**src/rtl/pwb_pkg.sv**
```systemverilog
package pwb_pkg;
    typedef enum logic [1:0] {
        ST_IDLE  = 2'd0,
        ST_LOAD  = 2'd1,
        ST_FLUSH = 2'd2
    } pwb_state_e;
endpackage

```
**src/rtl/pwb_first_set.sv**
```systemverilog
module pwb_first_set #(
    parameter int N     = 32,
    parameter int IDX_W = 5
) (
    input  logic [N-1:0]     vec_i,
    output logic [IDX_W-1:0] idx_o,
    output logic             any_o
);
    always_comb begin
        idx_o = '0;
        for (int i = N - 1; i >= 0; i--) begin
            if (vec_i[i]) begin
                idx_o = IDX_W'(i);
            end
        end
        any_o = |vec_i;
    end
endmodule

```
**src/rtl/pwb_byte_store.sv**
```systemverilog
module pwb_byte_store #(
    parameter int COL_W  = 5,
    parameter int DATA_W = 8
) (
    input  logic              clk,
    input  logic              rst_n,
    input  logic              we_i,
    input  logic [COL_W-1:0]  widx_i,
    input  logic [DATA_W-1:0] wdata_i,
    input  logic [COL_W-1:0]  ridx_i,
    output logic [DATA_W-1:0] rdata_o
);
    localparam int DEPTH = 1 << COL_W;

    logic [DEPTH-1:0][DATA_W-1:0] cell_d, cell_q;

    always_comb begin
        cell_d = cell_q;
        if (we_i) begin
            cell_d[widx_i] = wdata_i;
        end
    end

    always_ff @(posedge clk or negedge rst_n) begin
        if (!rst_n) begin
            cell_q <= '0;
        end else begin
            cell_q <= cell_d;
        end
    end

    assign rdata_o = cell_q[ridx_i];
endmodule

```
**src/rtl/page_wbuf.sv**
```systemverilog
module page_wbuf
    import pwb_pkg::*;
#(
    parameter int ADDR_W = 12,
    parameter int COL_W  = 5,
    parameter int DATA_W = 8
) (
    input  logic              clk,
    input  logic              rst_n,
    input  logic              start_i,
    input  logic [ADDR_W-1:0] start_addr_i,
    input  logic              byte_vld_i,
    input  logic [DATA_W-1:0] byte_i,
    input  logic              commit_i,
    input  logic              commit_ok_i,
    input  logic              abort_i,
    output logic              wr_en_o,
    output logic [ADDR_W-1:0] wr_addr_o,
    output logic [DATA_W-1:0] wr_data_o,
    output logic              busy_o,
    output logic              done_o
);
    localparam int PAGE_BYTES = 1 << COL_W;
    localparam int ROW_W      = ADDR_W - COL_W;

    typedef struct packed {
        pwb_state_e            state;
        logic [ROW_W-1:0]      row;
        logic [COL_W-1:0]      col;
        logic [PAGE_BYTES-1:0] mask;
        logic                  wr_en;
        logic [ADDR_W-1:0]     wr_addr;
        logic [DATA_W-1:0]     wr_data;
        logic                  done;
    } ctl_t;

    ctl_t ctl_d, ctl_q;

    logic              st_we;
    logic [COL_W-1:0]  pick_idx;
    logic              pick_any;
    logic [DATA_W-1:0] pick_data;

    pwb_first_set #(
        .N     (PAGE_BYTES),
        .IDX_W (COL_W)
    ) u_pick (
        .vec_i (ctl_q.mask),
        .idx_o (pick_idx),
        .any_o (pick_any)
    );

    pwb_byte_store #(
        .COL_W  (COL_W),
        .DATA_W (DATA_W)
    ) u_store (
        .clk     (clk),
        .rst_n   (rst_n),
        .we_i    (st_we),
        .widx_i  (ctl_q.col),
        .wdata_i (byte_i),
        .ridx_i  (pick_idx),
        .rdata_o (pick_data)
    );

    always_comb begin
        logic [PAGE_BYTES-1:0] mask_n;
        logic [COL_W-1:0]      col_n;

        ctl_d       = ctl_q;
        ctl_d.wr_en = 1'b0;
        ctl_d.done  = 1'b0;
        st_we       = 1'b0;
        mask_n      = ctl_q.mask;
        col_n       = ctl_q.col;

        unique case (ctl_q.state)
            ST_IDLE: begin
                if (start_i) begin
                    ctl_d.state = ST_LOAD;
                    ctl_d.row   = start_addr_i[ADDR_W-1:COL_W];
                    ctl_d.col   = start_addr_i[COL_W-1:0];
                    ctl_d.mask  = '0;
                end
            end
            ST_LOAD: begin
                if (abort_i) begin
                    ctl_d.state = ST_IDLE;
                    ctl_d.mask  = '0;
                end else begin
                    if (byte_vld_i) begin
                        st_we              = 1'b1;
                        mask_n[ctl_q.col]  = 1'b1;
                        col_n              = ctl_q.col + COL_W'(1);
                    end
                    if (commit_i) begin
                        ctl_d.state = commit_ok_i ? ST_FLUSH : ST_IDLE;
                        ctl_d.mask  = commit_ok_i ? mask_n : '0;
                    end else if (start_i) begin
                        ctl_d.row  = start_addr_i[ADDR_W-1:COL_W];
                        ctl_d.col  = start_addr_i[COL_W-1:0];
                        ctl_d.mask = '0;
                    end else begin
                        ctl_d.mask = mask_n;
                        ctl_d.col  = col_n;
                    end
                end
            end
            ST_FLUSH: begin
                if (pick_any) begin
                    ctl_d.wr_en            = 1'b1;
                    ctl_d.wr_addr          = {ctl_q.row, pick_idx};
                    ctl_d.wr_data          = pick_data;
                    ctl_d.mask[pick_idx]   = 1'b0;
                end else begin
                    ctl_d.state = ST_IDLE;
                    ctl_d.done  = 1'b1;
                end
            end
            default: begin
                ctl_d.state = ST_IDLE;
                ctl_d.mask  = '0;
            end
        endcase
    end

    always_ff @(posedge clk or negedge rst_n) begin
        if (!rst_n) begin
            ctl_q <= '{state: ST_IDLE, default: '0};
        end else begin
            ctl_q <= ctl_d;
        end
    end

    assign wr_en_o   = ctl_q.wr_en;
    assign wr_addr_o = ctl_q.wr_addr;
    assign wr_data_o = ctl_q.wr_data;
    assign busy_o    = (ctl_q.state == ST_FLUSH);
    assign done_o    = ctl_q.done;
endmodule

```
**config.mk**
```make
export PLATFORM = sky130hd
export DESIGN_NAME = page_wbuf
export DESIGN_NICKNAME = d
export VERILOG_FILES = /design/src/rtl/pwb_pkg.sv /design/src/rtl/pwb_first_set.sv /design/src/rtl/pwb_byte_store.sv /design/src/rtl/page_wbuf.sv
export SDC_FILE = /design/constraint.sdc
export NUM_CORES = 1
export LEC_CHECK = 0
export ABC_AREA = 1
export BUFFER_PORTS_ARGS = -buffer_cell sky130_fd_sc_hd__buf_2
export CORE_ASPECT_RATIO = 0.9
export CORE_UTILIZATION = 25
export DETAILED_ROUTE_END_ITERATION = 8
export GPL_ROUTABILITY_DRIVEN = 0
export PLACE_DENSITY_LB_ADDON = 0.15
export SLEW_MARGIN = 20
export SYNTH_ARGS = -nofsm -noshare
export SYNTH_HDL_FRONTEND = slang
export SYNTH_HIERARCHICAL = 1
export SYNTH_SLANG_ARGS = --single-unit
```
**constraint.sdc**
```tcl
create_clock -name clk -period 3.41 [get_ports clk]
set_input_delay 0.341 -clock clk [delete_from_list [all_inputs] [get_ports clk]]
set_output_delay 0.341 -clock clk [all_outputs]
set_load 0.1 [all_outputs]
```
==> flow_summary_export.csv <==
group,metric,value,unit
outcome,outcome,"finished, final reports clean",
worst_setup_path,start_kind,"flop",
worst_setup_path,ff2ff_path_depth,44,
power_and_ir_drop,peakVddDrop,0.000320,V
sta,rsz0062_at_grt,"true",
worst_setup_path,cp-end-kind,"flop",
clocking,clk_pin_slew_worst_paths,60,ps
logic_synthesis,synth_warnings,6,
routing,ant_nets,0,
final_layout,drive_gt1_frac,0.159,
clocking,cts-buffers-inserted,39,
worst_setup_path,critPathMaxStageDelay,380,ps
worst_setup_path,reg2reg_from,"ctl_q[52]",
logic_synthesis,ys_ff_latch,324,
floorplanning,die_area,67700,sq um
floorplanning,core,65700,sq um
hold_path,hold_path.startpoint,"start_addr_i[1]",
power_and_ir_drop,p_per_area,671,nW/um^2
worst_setup_path,cp.required,3920,ps
place,placed_cell_area,18100,sq um
clocking,clk_latency,570,ps
global_route,first_global_vias,14200,
hold_path,hold_path.class,"in -> reg",
worst_setup_path,critPathMaxFanout,9,
sta,setup_violations,0,
place,placed_cells,3082,
worst_setup_path,cp.arrival,3920,ps
routing,m1WireLength,27500,um
final_layout,fin_area,20000,sq um
routing,vias_per_cell,4.57,
final_layout,stdcell_count,3179,
routing,drc,0,
routing,vias,14500,
global_route,grt_pass1_wl,86400,um
logic_synthesis,syn_nets,2265,
logic_synthesis,synth_cell_types,39,
routing,routedWlPerCell,17.8,um
routing,drtIter0Drc,1148,
routing,drtPass1Iterations,5,
routing,wl,56400,um
job,cap_violations,0,
floorplanning,die_h,247,um
routing,top_layer_used,"met4",
hold_path,whs_endpoint,"ctl_q[55]",
sta,period_needed,3410,ps
worst_setup_path,r2r_end,"wr_data_o[2]",
clocking,ctsHtreeMaxLevel,2,
sta,worst_slew_pin_slew,834,ps
sta,post-route-period-util,0.999,
logic_synthesis,postSynthCellCount,2231,
floorplanning,placementRows,89,
floorplanning,start_util,0.253,
power_and_ir_drop,leakage,9.49,nW
worst_setup_path,path_class,"reg -> reg",
clocking,clock_sinks,324,
sta,finalHoldViolCount,0,
sta,skew,15.5,ps
global_route,overflow,0,
sta,setup_ws,1.85,ps
clocking,cts_buffer_depth,3,
final_layout,syn2layout_area_growth,19.9,%
worst_setup_path,critPathMostFrequentCell,"nand2_1",
sta,finalMaxSlewViolations,0,
logic_synthesis,synth-seq-area-share,0.487,
place,post-place-ws,-157,ps
routing,route.met2.wl,25700,um
clocking,cts_tree,"yes",
final_layout,antennaDiodeCount,0,
power_and_ir_drop,total_power,13.4,mW
clocking,root_buffer,"clkbuf_16",
place,hpwlAfterDp,36200,um
final_layout,fin_nets,2321,
sta,setup_tns,0,ps
sta,relSlewSlack,0.444,
floorplanning,die_w,274,um
worst_setup_path,cp_slowest_cell,"dfrtp_1",
logic_synthesis,synth_area,16700,sq um
logic_synthesis,avgSynthCellArea,7.47,sq um
sta,clock.fmax,293,MHz
hold_path,whs_path_depth,5,
routing,wl_met3,1860,um
global_route,grt_use_total,0.166,
floorplanning,num_io_pins,50,
place,portBuffers,49,
worst_setup_path,reg2reg_slack,2,ps
global_route,antenna_found_initial,0,
global_route,grt_start_max_net_pins,85,
-- cells in the mapped netlist, drive strengths merged --
library cell / count / share of area
ha: 7 / 0.0053
bufinv: 2 / 0.0021
buf: 93 / 0.034
xnor2: 1 / 0.00053
nor3: 19 / 0.012
xor2: 1 / 0.00053
a21boi: 1 / 0.00045
a311oi: 1 / 0.00053
o21bai: 5 / 0.0023
o21ai: 246 / 0.076
a31oi: 1 / 0.00038
dfrtp: 324 / 0.49
a21oi: 46 / 0.014
clkbuf: 56 / 0.013
inv: 120 / 0.027
a211oi: 1 / 0.00045
nand3: 232 / 0.070
nor4: 2 / 0.00075
nor2: 102 / 0.029
o31ai: 1 / 0.00045
or2: 2 / 0.00075
nand2: 968 / 0.22
-- placed cells by master (no fill, tap or decap), types with 3 or more instances in the layout --
cell type      count
nand2_1          916
dfrtp_1          324
o21ai_0          214
nand3_1          214
inv_1             86
nor2_1            86
buf_4             72
nand2_2           51
buf_2             48
clkbuf_16         45
a21oi_1           42
inv_2             26
nand3_2           18
o21ai_1           17
buf_12            16
o21ai_2           14
clkbuf_1          11
clkbuf_8          10
buf_6             10
nor2_4             9
dlygate4sd3_1      8
nor3_2             7
ha_1               7
nor3_1             6
nor3_4             6
nor2_2             5
o21bai_1           5
clkinv_2           5
clkinv_1           4
a21oi_2            3
-- logic make-up after synthesis --
family,count (synthesis),share of synthesized area
AND/OR/NAND/NOR,1325,0.335
flip-flops,324,0.487
AO/OA/AOI/OAI,302,0.0954
buffers and inverters,271,0.0761
adder cells (fa/ha/maj),7,0.00526
XOR/XNOR,2,0.00105
-- where the power goes --
part | switching, mW | leakage (nW) | total [mW] | internal (mW)
clock network | 1.73 | 0.618 | 4.15 | 2.41
registers | 0.669 | 4.41 | 5.49 | 4.82
logic | 2.57 | 4.46 | 3.76 | 1.19
-- metal layers --
metal / vias to the layer above / track usage
met5: - / 0
met4: 0 / 0.0467
met3: 78 / 0.0252
met2: 230 / 0.262
met1: 7030 / 0.235
li1: 7184 / -
-- flip-flops by register name (all words and copies together) (netlist names) --
| signal | count |
|---|---|
| wr_addr_o | 12 |
| u_store/cell_q | 256 |
| wr_data_o | 8 |
| wr_en_o | 1 |
| ctl_q | 46 |
| done_o | 1 |
-- cell type report --
class | instances | area [sq um]
fill | 7153 | 45700
inverter | 122 | 508
tap | 864 | 1080
clock inverter | 9 | 92.6
timing repair buffer | 164 | 1530
clock buffer | 60 | 1150
multi-input combinational | 1636 | 7500
sequential | 324 | 8110
-- how the worst max path moves through the flow --
stage / startpoint / to / slack (ps) / depth (start not counted)
4_1_cts: ctl_q[51] / wr_data_o[4] / -60 / 43
3_5_place_dp: ctl_q[52] / wr_data_o[4] / -160 / 26
3_3_place_gp: ctl_q[53] / wr_data_o[4] / -180 / 26
6_report: ctl_q[52] / wr_data_o[2] / 2 / 44
5_1_grt: ctl_q[52] / wr_data_o[0] / -370 / 44
2_1_floorplan: ctl_q[52] / wr_data_o[2] / 340 / 43
-- per-stage QoR --
| step | util | hold WS (ps) |
|---|---|---|
| CTS | 0.297 | 88.0 |
| global route | 0.304 | 142 |
| detailed placement | 0.276 | 412 |
| global placement | 0.276 | 408 |
| finish | 0.304 | 112 |
| floorplan | - | 45.4 |
-- worst max-delay path: cells and delay by family (launching register included) --
kind                   cells  cell delay (ps)
DFF                        1              380
buffers and inverters      4              550
AOI/OAI and AO/OA          1              160
and+or+nand+nor           39             2240
-- repair_timing --
action / 4_1_cts / 5_1_grt
gates cloned: 0 / 8
gates resized for setup: 12 / 69
hold endpoints to repair: 86 / 0
pin swaps: 0 / 18
setup buffers: 2 / 10
endpoints found under the setup margin: 14 / 36
hold buffers: 8 / 0
No activity file was read; power rests on OpenSTA's default activity.
